### src/rtl/uartreg_pkg.sv
package uartreg_pkg;

   typedef enum logic [2:0] {
      SLOT_DATA  = 3'd0,
      SLOT_IEN   = 3'd1,
      SLOT_IDFC  = 3'd2,
      SLOT_LINE  = 3'd3,
      SLOT_MODEM = 3'd4,
      SLOT_LSTAT = 3'd5,
      SLOT_MSTAT = 3'd6,
      SLOT_SCR   = 3'd7
   } slot_e;

   typedef struct packed {
      logic thr_wr;
      logic dll_wr;
      logic dlm_wr;
      logic ier_wr;
      logic fcr_wr;
      logic afr_wr;
      logic lcr_wr;
      logic mcr_wr;
      logic scr_wr;
      logic rbr_rd;
   } acc_t;

   localparam int unsigned SLOT_BITS = 3;
   localparam int unsigned BANK_BIT  = 7;
   localparam int unsigned FEN_BIT   = 0;
   localparam int unsigned RCLR_BIT  = 1;
   localparam int unsigned TCLR_BIT  = 2;

endpackage

### src/rtl/uartreg_decode.sv
module uartreg_decode
   import uartreg_pkg::*;
#(
   parameter int unsigned ADDR_W   = 8,
   parameter int unsigned SLOT_LSB = 3
) (
   input  logic [ADDR_W-1:0] addr,
   input  logic              wr,
   input  logic              rd,
   input  logic              bank,
   output slot_e             slot,
   output acc_t              acc
);

   always_comb begin
      slot = slot_e'(addr[SLOT_LSB +: SLOT_BITS]);
      acc  = '0;
      unique case (slot)
         SLOT_DATA: begin
            acc.thr_wr = wr & ~bank;
            acc.dll_wr = wr &  bank;
            acc.rbr_rd = rd & ~bank;
         end
         SLOT_IEN: begin
            acc.ier_wr = wr & ~bank;
            acc.dlm_wr = wr &  bank;
         end
         SLOT_IDFC: begin
            acc.fcr_wr = wr & ~bank;
            acc.afr_wr = wr &  bank;
         end
         SLOT_LINE:  acc.lcr_wr = wr;
         SLOT_MODEM: acc.mcr_wr = wr;
         SLOT_SCR:   acc.scr_wr = wr;
         default: ;
      endcase
   end

endmodule

### src/rtl/uartreg_cfg.sv
module uartreg_cfg
   import uartreg_pkg::*;
#(
   parameter int unsigned DATA_W = 8,
   localparam int unsigned DIV_W = 2 * DATA_W
) (
   input  logic              clk,
   input  logic              rst_n,
   input  acc_t              acc,
   input  logic [DATA_W-1:0] wdata,
   output logic [DATA_W-1:0] ier_q,
   output logic [DATA_W-1:0] lcr_q,
   output logic [DATA_W-1:0] mcr_q,
   output logic [DATA_W-1:0] scr_q,
   output logic [DATA_W-1:0] afr_q,
   output logic [DATA_W-1:0] div_stage_q,
   output logic [DIV_W-1:0]  div_q,
   output logic              fen_q,
   output logic [DATA_W-1:0] txb_q,
   output logic              push_q,
   output logic              pop_q,
   output logic              rclr_q,
   output logic              tclr_q
);

   // plain read/write registers share one template
   localparam int unsigned NPLAIN = 5;
   logic [NPLAIN-1:0]             plain_we;
   logic [NPLAIN-1:0][DATA_W-1:0] plain_q;

   assign plain_we = {acc.afr_wr, acc.scr_wr, acc.mcr_wr, acc.lcr_wr, acc.ier_wr};

   for (genvar gi = 0; gi < NPLAIN; gi++) begin : g_plain
      always_ff @(posedge clk) begin
         if (!rst_n)           plain_q[gi] <= '0;
         else if (plain_we[gi]) plain_q[gi] <= wdata;
      end
   end

   assign ier_q = plain_q[0];
   assign lcr_q = plain_q[1];
   assign mcr_q = plain_q[2];
   assign scr_q = plain_q[3];
   assign afr_q = plain_q[4];

   // divisor: high byte staged, whole value committed on low-byte write
   always_ff @(posedge clk) begin
      if (!rst_n) begin
         div_stage_q <= '0;
         div_q       <= '0;
      end else begin
         if (acc.dlm_wr) div_stage_q <= wdata;
         if (acc.dll_wr) div_q       <= {div_stage_q, wdata};
      end
   end

   // FIFO control: only the enable is kept
   always_ff @(posedge clk) begin
      if (!rst_n)          fen_q <= 1'b0;
      else if (acc.fcr_wr) fen_q <= wdata[FEN_BIT];
   end

   // transmit byte capture
   always_ff @(posedge clk) begin
      if (!rst_n)          txb_q <= '0;
      else if (acc.thr_wr) txb_q <= wdata;
   end

   // one-cycle strobes
   always_ff @(posedge clk) begin
      if (!rst_n) begin
         push_q <= 1'b0;
         pop_q  <= 1'b0;
         rclr_q <= 1'b0;
         tclr_q <= 1'b0;
      end else begin
         push_q <= acc.thr_wr;
         pop_q  <= acc.rbr_rd;
         rclr_q <= acc.fcr_wr & wdata[RCLR_BIT];
         tclr_q <= acc.fcr_wr & wdata[TCLR_BIT];
      end
   end

endmodule

### src/rtl/uartreg_rdmux.sv
module uartreg_rdmux
   import uartreg_pkg::*;
#(
   parameter int unsigned DATA_W = 8,
   parameter bit          RD_REG = 1'b1
) (
   input  logic              clk,
   input  logic              rst_n,
   input  logic              rd,
   input  slot_e             slot,
   input  logic              bank,
   input  logic [DATA_W-1:0] rx_byte,
   input  logic [DATA_W-1:0] irq_id,
   input  logic [DATA_W-1:0] line_stat,
   input  logic [DATA_W-1:0] modem_stat,
   input  logic [DATA_W-1:0] ier_q,
   input  logic [DATA_W-1:0] lcr_q,
   input  logic [DATA_W-1:0] mcr_q,
   input  logic [DATA_W-1:0] scr_q,
   input  logic [DATA_W-1:0] afr_q,
   input  logic [DATA_W-1:0] div_lo,
   input  logic [DATA_W-1:0] div_stage,
   output logic [DATA_W-1:0] rdata
);

   logic [DATA_W-1:0] rd_next;

   always_comb begin
      unique case (slot)
         SLOT_DATA:  rd_next = bank ? div_lo    : rx_byte;
         SLOT_IEN:   rd_next = bank ? div_stage : ier_q;
         SLOT_IDFC:  rd_next = bank ? afr_q     : irq_id;
         SLOT_LINE:  rd_next = lcr_q;
         SLOT_MODEM: rd_next = mcr_q;
         SLOT_LSTAT: rd_next = line_stat;
         SLOT_MSTAT: rd_next = modem_stat;
         SLOT_SCR:   rd_next = scr_q;
         default:    rd_next = '0;
      endcase
   end

   if (RD_REG) begin : g_reg
      always_ff @(posedge clk) begin
         if (!rst_n)  rdata <= '0;
         else if (rd) rdata <= rd_next;
      end
   end else begin : g_comb
      logic unused_ok;
      assign unused_ok = clk ^ rst_n ^ rd;
      assign rdata     = rd_next;
   end

endmodule

### src/rtl/uartreg_bank.sv
module uartreg_bank
   import uartreg_pkg::*;
#(
   parameter int unsigned ADDR_W   = 8,
   parameter int unsigned DATA_W   = 8,
   parameter int unsigned SLOT_LSB = 3,
   parameter bit          RD_REG   = 1'b1,
   localparam int unsigned DIV_W   = 2 * DATA_W
) (
   input  logic              clk,
   input  logic              rst_n,
   input  logic [ADDR_W-1:0] bus_addr,
   input  logic              bus_wr,
   input  logic              bus_rd,
   input  logic [DATA_W-1:0] bus_wdata,
   output logic [DATA_W-1:0] bus_rdata,
   input  logic [DATA_W-1:0] rx_byte,
   input  logic [DATA_W-1:0] irq_id,
   input  logic [DATA_W-1:0] line_stat,
   input  logic [DATA_W-1:0] modem_stat,
   output logic              rx_pop,
   output logic              tx_push,
   output logic [DATA_W-1:0] tx_byte,
   output logic              rxf_clear,
   output logic              txf_clear,
   output logic              fifo_enable,
   output logic [DATA_W-1:0] int_enable,
   output logic [DATA_W-1:0] line_ctrl,
   output logic [DATA_W-1:0] modem_ctrl,
   output logic [DATA_W-1:0] alt_func,
   output logic [DIV_W-1:0]  baud_div
);

   if (DATA_W != 8) begin : g_bad_data_w
      $error("uartreg_bank: DATA_W must be 8");
   end
   if (ADDR_W < SLOT_LSB + SLOT_BITS) begin : g_bad_addr_w
      $error("uartreg_bank: ADDR_W too small for slot field");
   end

   slot_e             slot;
   acc_t              acc;
   logic              bank;
   logic [DATA_W-1:0] scr_q;
   logic [DATA_W-1:0] div_stage_q;

   assign bank = line_ctrl[BANK_BIT];

   uartreg_decode #(
      .ADDR_W   (ADDR_W),
      .SLOT_LSB (SLOT_LSB)
   ) u_decode (
      .addr (bus_addr),
      .wr   (bus_wr),
      .rd   (bus_rd),
      .bank (bank),
      .slot (slot),
      .acc  (acc)
   );

   uartreg_cfg #(
      .DATA_W (DATA_W)
   ) u_cfg (
      .clk         (clk),
      .rst_n       (rst_n),
      .acc         (acc),
      .wdata       (bus_wdata),
      .ier_q       (int_enable),
      .lcr_q       (line_ctrl),
      .mcr_q       (modem_ctrl),
      .scr_q       (scr_q),
      .afr_q       (alt_func),
      .div_stage_q (div_stage_q),
      .div_q       (baud_div),
      .fen_q       (fifo_enable),
      .txb_q       (tx_byte),
      .push_q      (tx_push),
      .pop_q       (rx_pop),
      .rclr_q      (rxf_clear),
      .tclr_q      (txf_clear)
   );

   uartreg_rdmux #(
      .DATA_W (DATA_W),
      .RD_REG (RD_REG)
   ) u_rdmux (
      .clk        (clk),
      .rst_n      (rst_n),
      .rd         (bus_rd),
      .slot       (slot),
      .bank       (bank),
      .rx_byte    (rx_byte),
      .irq_id     (irq_id),
      .line_stat  (line_stat),
      .modem_stat (modem_stat),
      .ier_q      (int_enable),
      .lcr_q      (line_ctrl),
      .mcr_q      (modem_ctrl),
      .scr_q      (scr_q),
      .afr_q      (alt_func),
      .div_lo     (baud_div[DATA_W-1:0]),
      .div_stage  (div_stage_q),
      .rdata      (bus_rdata)
   );

endmodule

### config.mk
export PLATFORM = sky130hd
export DESIGN_NAME = uartreg_bank
export DESIGN_NICKNAME = d
export VERILOG_FILES = /design/src/rtl/uartreg_pkg.sv /design/src/rtl/uartreg_decode.sv /design/src/rtl/uartreg_cfg.sv /design/src/rtl/uartreg_rdmux.sv /design/src/rtl/uartreg_bank.sv
export SDC_FILE = /design/constraint.sdc
export NUM_CORES = 1
export LEC_CHECK = 0
export BUFFER_PORTS_ARGS = -buffer_cell sky130_fd_sc_hd__buf_2
export CAP_MARGIN = 40
export CELL_PAD_IN_SITES_DETAIL_PLACEMENT = 0
export CELL_PAD_IN_SITES_GLOBAL_PLACEMENT = 1
export CORE_MARGIN = 2
export CORE_UTILIZATION = 40
export CTS_CLUSTER_DIAMETER = 40
export CTS_CLUSTER_SIZE = 24
export DETAILED_ROUTE_END_ITERATION = 16
export PLACE_DENSITY = 0.95
export RECOVER_POWER = 50
export SLEW_MARGIN = 20
export SYNTH_ARGS = -nofsm -noshare
export SYNTH_HDL_FRONTEND = slang
export SYNTH_SLANG_ARGS = --single-unit
### constraint.sdc
create_clock -name clk -period 3.2 [get_ports clk]
set_input_delay 0.48 -clock clk [delete_from_list [all_inputs] [get_ports clk]]
set_output_delay 0.48 -clock clk [all_outputs]
set_load 0.03 [all_outputs]
# [After elaboration in Yosys (flattened, before gate mapping)]
# Index checks and enable logic that the tools add are counted.
[totals] ff_bits=85
[classes] eq_ne=7 mux=10 n_bitwise=6 n_reduce_logical=2
[ops] cell="$pmux W8 S8" n=1
[ops] cell="$mux W8" n=3
[ops] cell="$eq A3 B3 Y1 const B" n=4
[ops] cell="$eq A3 B2 Y1 const B" n=2
[ops] cell="$mux W2" n=3
[ops] cell="$and A1 B1 Y1" n=5
[ops] cell="$eq A3 B1 Y1 const B" n=1
[ops] cell="$logic_not A3 Y1" n=1
[ops] cell="$mux W1" n=3
[ops] cell="$reduce_and A2 Y1" n=1
[ops] cell="$not A1 Y1" n=1

# [Logic depth before layout (Yosys ltp)]
# Gate-level depths: netlist of the first run.
[logic_depth] word_depth=4 ltp_mapped=7 ltp_nobuf=4

# [By module]
# From an unflattened synthesis of the first run, not the netlist that was laid out.
[unflattened] hier_cells=422 area_unflattened_um2=4212.8
[by_module_without_submodules] module="uartreg_cfg" instances=1 cells_each=252 area_each_um2=2926.6 seq_area_each_um2=1541.5
[by_module_without_submodules] module="uartreg_rdmux" instances=1 cells_each=150 area_each_um2=1166.1 seq_area_each_um2=160.2
[by_module_without_submodules] module="uartreg_decode" instances=1 cells_each=20 area_each_um2=120.1 seq_area_each_um2=0.0

# [Worst setup path after synthesis of the first run]
# Ideal clock, no wire load.
[synth_path] path_kind="in2reg" start="in bus_addr[4]" end="reg u_cfg.plain_q (netlist bit u_cfg.ier_q[7])" setup_time_ps=128 arrival_ps=1546 required_ps=3072 path_slack_ps=1526 stages=7 n_path_buf=3 path_cell_list="clkbuf_2 > or3b_1 > buf_6 > nand2b_4 > buf_6 > mux2i_1 > nor2_1"
[synth_via] elab_chain_len=2
[synth_lines] item="start: declaration" line_no="uartreg_bank.sv:12" rtl="input logic [ADDR_W-1:0] bus_addr,"
[synth_lines] item="$eq A3 B1 Y1" line_no="uartreg_decode.sv:18" rtl="unique case (slot)"
[synth_lines] item="$mux W2" line_no="uartreg_decode.sv:18"
[synth_lines] item="end signal: indexed assignment" line_no="uartreg_cfg.sv:36" rtl="else if (plain_we[gi]) plain_q[gi] <= wdata;"
[synth_lines] item="end: declaration" line_no="uartreg_cfg.sv:29" rtl="logic [NPLAIN-1:0][DATA_W-1:0] plain_q;"
# No other way between the ends.
# A chain may end at the register's enable or synchronous reset.

# [Worst setup path in the final report of the first run]
[layout_path] start="in bus_addr[5]" end="reg u_rdmux.rdata[5]"
[layout_via] elab_chain_len=2
[layout_lines] item="$eq A3 B3 Y1 (tied with other cells)" line_no="uartreg_rdmux.sv:29" rtl="unique case (slot)"
[layout_lines] item="$pmux W8 S8 *" line_no="uartreg_rdmux.sv:29"
[layout_lines] item="end signal: assignment" line_no="uartreg_rdmux.sv:45" rtl="else if (rd) rdata <= rd_next;"
[layout_lines] item="end: declaration" line_no="uartreg_rdmux.sv:23" rtl="output logic [DATA_W-1:0] rdata"
# Mark *: on every way between the ends. The rest lies on a longest branch, timed or not.

==> impl_results.md, run 1 <==
* Synth cell types at 38
* Clock sinks at 85
* Initial Utilization at 41.56%
* DR WL/cell at 16.67 um
* Core area at 9284 um^2
* First-pass GRT wire length at 17,210 um
* Top-area cell type share of the netlist area at 44.10%
* Sequential area share after synthesis at 44.10%
* Clock skew at 0.005576 ns
* CTS tree: built
* Outcome: complete, no violations
* Die W at 102.2 um
* Die height at 102.2 um
* Final setup vio count at 0
* Ratio of cells with drive above 1 in the final layout at 14.72%
* Clk_lat worst skew at 0.36 ns
* Overflow after GRT at 0
* Longest Clk Path Bufs at 2
* Vias in the first global route at 3,332
* Total Power at 2036 uW
* Synth Register Bits at 85
* Area Growth Syn to Fin at 16.89%
* Setup crit start kind: primary input
* Number of antenna violations at the first check in global routing at 0
* Pre-antenna DRT Iters at 5
* Hpwl dp at 8236 um
* Fin worst setup slack at 0.6190 ns
* # rows at 35
* Post-Synthesis Cell Area at 3859 um^2
* Yosys top cell by area: dfxtp_1
* N_diodes at 0
* Number of fill cells at 963
* Crit Path Max Fanout at 27
* Synth area leaders: dfxtp_1 (44%), mux2i_1 (12%), nand2_1 (11%)
* CP endpoint kind: flop
* Min-Delay Path Class: in -> reg
* Fmax at 0.3874 GHz
* Number of synthesized flops with an enable pin at 0
* PortBufs at 115
* Post-route ant nets at 0
* Die footprint at 10,450 um^2
* Fin Setup TNS at 0 ns
* Max cap viols at 0
* Post_cts resized at 0
* Leak pwr at 0.001702 uW
* WP data arrival at 2.82 ns
* Period utilization at 80.66%
* Syn nets at 513
* Nets at 605
* Final Cell Area at 4511 um^2
* Reg clk slew, reported paths at 0.08 ns
* Max transition margin at 10.73%
* # hold bufs at CTS at 0
* Drt initial violations at 176
* Critical Path RT at 3.44 ns
* Max VDD drop at 0.2613 mV
* Ys Warns at 0
* Clk root buf: clkbuf_8
* Post-CTS setup buffer count at 0
* GRT Overall Usage at 21.88%
* Worst Tran Pin Value at 1.339 ns
* DP Worst Slack at 0.8456 ns
* Final Wtd Congestion at 0.8996
* DP Area at 4418 um^2
* H-tree depth at 3
* Ys flop type: dfxtp_1
* Final WL at 11,440 um
* RSZ-0062 raised after global routing: false
* Crit path kind: in -> reg
* IO Pins at 121
* Syn Inst Count at 461
* Vias per cell at 5.300
* Largest net degree at the start of global routing at 54
* Max-slew violations at 0
* Via Count at 3,636
* Pwr dens at 451.3 nW/um^2
* Async S/R FF share, synth at 0%
* Mean Syn Cell Area at 8.370 um^2
* Fin crit period at 2.581 ns
* Clock buffer count from CTS at 9
* DRC Markers at 0
* Final Hold Fails at 0
## critical path, cell delays in order
cell and delay [ns]:
clkbuf_1 0.95, or3b_1 0.66, o22ai_1 0.22, a221oi_1 0.34
o21ai_0 0.14
## flip-flops by register name, summed over array words and instances, names as in the netlist
signal / count
u_cfg.lcr_q: 8
u_cfg.fen_q: 1
u_cfg.afr_q: 8
u_cfg.scr_q: 8
u_cfg.div_stage_q: 8
u_cfg.txb_q: 8
u_cfg.push_q: 1
u_cfg.pop_q: 1
u_cfg.div_q: 16
u_cfg.ier_q: 8
u_cfg.tclr_q: 1
u_cfg.rclr_q: 1
u_rdmux.rdata: 8
u_cfg.mcr_q: 8
## cells in the final DEF, fill, tap and decap left out, types with 6 or more instances in the layout
cell type	netlist	final
a21oi_1	58	58
a221oi_1	8	8
buf_2	15	46
clkbuf_1	15	69
clkbuf_8	0	9
dfxtp_1	85	85
mux2_2	7	7
mux2i_1	46	46
nand2_1	113	113
nand3_1	11	11
nor2_1	23	23
o21ai_0	25	25
o2bb2ai_1	6	6
## report_power, final
group	internal [uW]	leakage, uW	switching, uW
registers	1070	0.000687	13.5
clock network	349	0.0000984	367
logic	74.1	0.000917	158
## metrics by stage
stage	utilization, %	hold slack (ns)	instances
finish	48.58	0.4476	686
detailed placement	47.59	0.4430	671
CTS	49.51	0.4347	686
global placement	47.59	0.4362	671
global route	48.58	0.4469	686
floorplan	-	0.4319	461
## routing by layer
layer | part of all wire (%) | global-route usage (%) | up-vias
met5 | 0 | 0 | -
met4 | 2.3 | 7.590 | 0
met2 | 45 | 34.16 | 170
met3 | 8.1 | 6.019 | 19
li1 | - | - | 1764
met1 | 45 | 29.29 | 1683
## cell usage after synthesis, types with 2 or more instances
master / count
nand2_1: 113
dfxtp_1: 85
a21oi_1: 58
mux2i_1: 46
o21ai_0: 25
nor2_1: 23
buf_2: 15
clkbuf_1: 15
nand3_1: 11
a221oi_1: 8
mux2_2: 7
o2bb2ai_1: 6
buf_6: 5
o22ai_1: 5
and3_1: 4
inv_1: 4
nor2b_1: 4
buf_4: 3
nand4_1: 2
nor2_4: 2
nor3_1: 2
or3_1: 2
## final timing paths
path,from,to,slack [ns],cells past startpoint
max,bus_addr[5],u_rdmux.rdata[5],0.62,5
min,rst_n,u_cfg.tclr_q,0.45,2
min reg2reg,u_cfg.scr_q[2],u_cfg.scr_q[2],0.45,2
max reg2reg,u_cfg.lcr_q[7],u_cfg.div_q[8],0.88,5
## logic make-up (layout without fill, tap and decap cells)
family                 count (synthesis)  count (layout)  share of synthesized area, %
AOI/OAI and AO/OA                    108             108                         16.05
muxes                                 53              53                         13.98
and+or+nand+nor                      172             172                         19.91
DFF                                   85              85                         44.10
buffers and inverters                 43             139                         5.966
## layout make-up
class / count / area [um^2] / share of cell area (%)
Sequential cell: 85 / 1702 / 37.73
Clock buffer: 9 / 123.9 / 2.746
Inverter: 4 / 15.01 / 0.3329
Multi-Input combinational cell: 333 / 1927 / 42.72
Tap cell: 129 / 161.4 / 3.578
Clock inverter: 6 / 55.05 / 1.221
Timing Repair Buffer: 120 / 526.8 / 11.68
(Power assumes the default switching activity.)
==> run 2, diff against run 1 <==
Settings changed: CORE_UTILIZATION 40 to 33, PLACE_DENSITY 0.95 to 0.86.
Clock period 3.2 ns to 2.1 ns, I/O delays scaled along.
==> impl_results.md, run 2 (synthesis gave the netlist of run 1 again) <==
* Vias in the first global route at 3,451 (was 3,332)
* Fin crit period at 1.768 ns
* # hold bufs at CTS at 0 (unchanged)
* Setup crit start kind: flop (was primary input)
* CTS tree: built (unchanged)
* Ratio of cells with drive above 1 in the final layout at 16.08% (was 14.72%)
* Post-route ant nets at 0 (unchanged)
* CP peak stage delay at 0.48 ns (was 0.95 ns)
* Drt initial violations at 221 (was 176)
* Final setup vio count at 0 (unchanged)
* First-pass GRT wire length at 18,770 um (was 17,210 um)
* Fin Setup TNS at 0 ns (unchanged)
* WP data arrival at 1.97 ns (was 2.82 ns)
* CP max stage cell: dfxtp_1 (was clkbuf_1)
* H-tree depth at 3 (unchanged)
* Core area at 11,420 um^2 (was 9284 um^2)
* Fmax at 0.5655 GHz
* Biggest register: u_cfg.div_q (unchanged)
* Final Hold Fails at 0 (unchanged)
* Die height at 112.1 um (was 102.2 um)
* Pre-antenna DRT Iters at 5 (unchanged)
* Final Wtd Congestion at 0.8896 (was 0.8996)
* Worst-path cell chain: buf_12 > mux2i_1 > o22ai_1 > a221oi_1 > o21ai_0 (was clkbuf_1 > or3b_1 > o22ai_1 > a221oi_1 > o21ai_0)
* Max-slew violations at 0 (unchanged)
* Final Cell Area at 4723 um^2 (was 4511 um^2)
* Period utilization at 84.20%
* Post_cts resized at 0 (unchanged)
* Crit path kind: reg -> reg (was in -> reg)
* Most frequent cells in the layout: nand2_1 (113), dfxtp_1 (85), clkbuf_1 (69) (unchanged)
* Clock skew at 0.005011 ns (was 0.005576 ns)
* Vias per cell at 5.258 (was 5.300)
* Commonest non-fill, non-tap cell in the layout: nand2_1 (unchanged)
* Max transition margin at 61.17% (was 10.73%)
* Via Count at 3,728 (was 3,636)
* Pwr dens at 768.4 nW/um^2 (was 451.3 nW/um^2)
* Clock buffer count from CTS at 9 (unchanged)
* PortBufs at 115 (unchanged)
* Fin util at 41.37% (was 48.58%)
* Outcome: complete, no violations (unchanged)
* N_diodes at 0 (unchanged)
* DR WL/cell at 17.42 um (was 16.67 um)
* Reg clk slew, reported paths at 0.06 ns (was 0.08 ns)
* Hpwl dp at 9168 um (was 8236 um)
* Min-Delay Path Class: in -> reg (unchanged)
* Largest net degree at the start of global routing at 42 (was 54)
* DRC Markers at 0 (unchanged)
* DP Area at 4508 um^2 (was 4418 um^2)
* Critical Path RT at 2.30 ns (was 3.44 ns)
* Post-CTS setup buffer count at 0 (unchanged)
* Max cap viols at 0 (unchanged)
* CP bufs+invs at 1 (unchanged)
* CP endpoint kind: flop (unchanged)
* Die W at 112.1 um (was 102.2 um)
* Clk_lat worst skew at 0.34 ns (was 0.36 ns)
* Nets at 613 (was 605)
* CP top delay family: compound AO/OA/AOI/OAI gates (was buffers and inverters)
* Clk root buf: clkbuf_16 (was clkbuf_8)
* Crit Path Max Fanout at 21 (was 27)
* # rows at 39 (was 35)
* Leak pwr at 0.001786 uW (was 0.001702 uW)
* Max VDD drop at 0.4242 mV (was 0.2613 mV)
* GRT Overall Usage at 19.08% (was 21.88%)
* Overflow after GRT at 0 (unchanged)
* RSZ-0062 raised after global routing: false (unchanged)
* Clock sinks at 85 (unchanged)
* Number of antenna violations at the first check in global routing at 0 (unchanged)
* Area Growth Syn to Fin at 22.41% (was 16.89%)
* Max FFs per register at 16 (unchanged)
* IO Pins at 121 (unchanged)
* Worst Tran Pin Value at 0.5809 ns (was 1.339 ns)
* Final WL at 12,350 um (was 11,440 um)
* Longest Clk Path Bufs at 2 (unchanged)
* Total Power at 3630 uW (was 2036 uW)
* Die footprint at 12,570 um^2 (was 10,450 um^2)
* Initial Utilization at 33.79% (was 41.56%)
## run 2: changes by cell type in the layout (fill, tap and decap cells not counted)
cell        before  now
buf_12           0    1
clkbuf_8         9    1
clkbuf_16        0    9
clkinv_2         5    2
buf_4            5   12
clkinvlp_4       0    3
## run 2: area by class of cell
type                            instances  area, um^2
Clock buffer                           10       239.0
Clock inverter                          6       62.56
Fill cell                            1200        6695
Inverter                                4       15.01
Multi-Input combinational cell        333        1927
Sequential cell                        85        1702
Tap cell                              143       178.9
Timing Repair Buffer                  128       599.3
## run 2: worst paths after layout
check        depth (start not counted)  slack (ns)          endpoint            from
max                                  5        0.33  u_rdmux.rdata[5]  u_cfg.lcr_q[7]
min                                  2        0.31      u_cfg.rclr_q           rst_n
max reg2reg                          5        0.33  u_rdmux.rdata[5]  u_cfg.lcr_q[7]
min reg2reg                          2        0.45    u_cfg.scr_q[2]  u_cfg.scr_q[2]
## run 2: per-stage QoR
stage                     instances  setup slack [ns]  hold WS [ns]
final                           709            0.3317        0.3065
after global routing            709            0.2614        0.3209
after CTS                       709            0.3555        0.2997
after detailed placement        693            0.2567        0.4439
after floorplan                 461            0.5910        0.4319
after global placement          693            0.3200        0.4354
## run 2: worst reg2reg max path, cell delays in order, from the launching register on
cell	delay [ns]
dfxtp_1	0.48
buf_12	0.23
mux2i_1	0.30
o22ai_1	0.15
a221oi_1	0.31
o21ai_0	0.17
## run 2: layer usage
| metal | up-vias | track usage [%] | part of all wire [%] |
|---|---|---|---|
| met4 | 0 | 5.285 | 1.5 |
| met5 | - | 0 | 0 |
| met3 | 14 | 4.914 | 8.8 |
| li1 | 1790 | - | - |
| met2 | 156 | 29.76 | 45 |
| met1 | 1768 | 26.32 | 45 |
## run 2: where the power goes
group | internal, uW | switching [uW] | total, uW
Combinational | 122 | 248 | 370
Sequential | 1640 | 18.9 | 1660
Clock | 949 | 652 | 1600
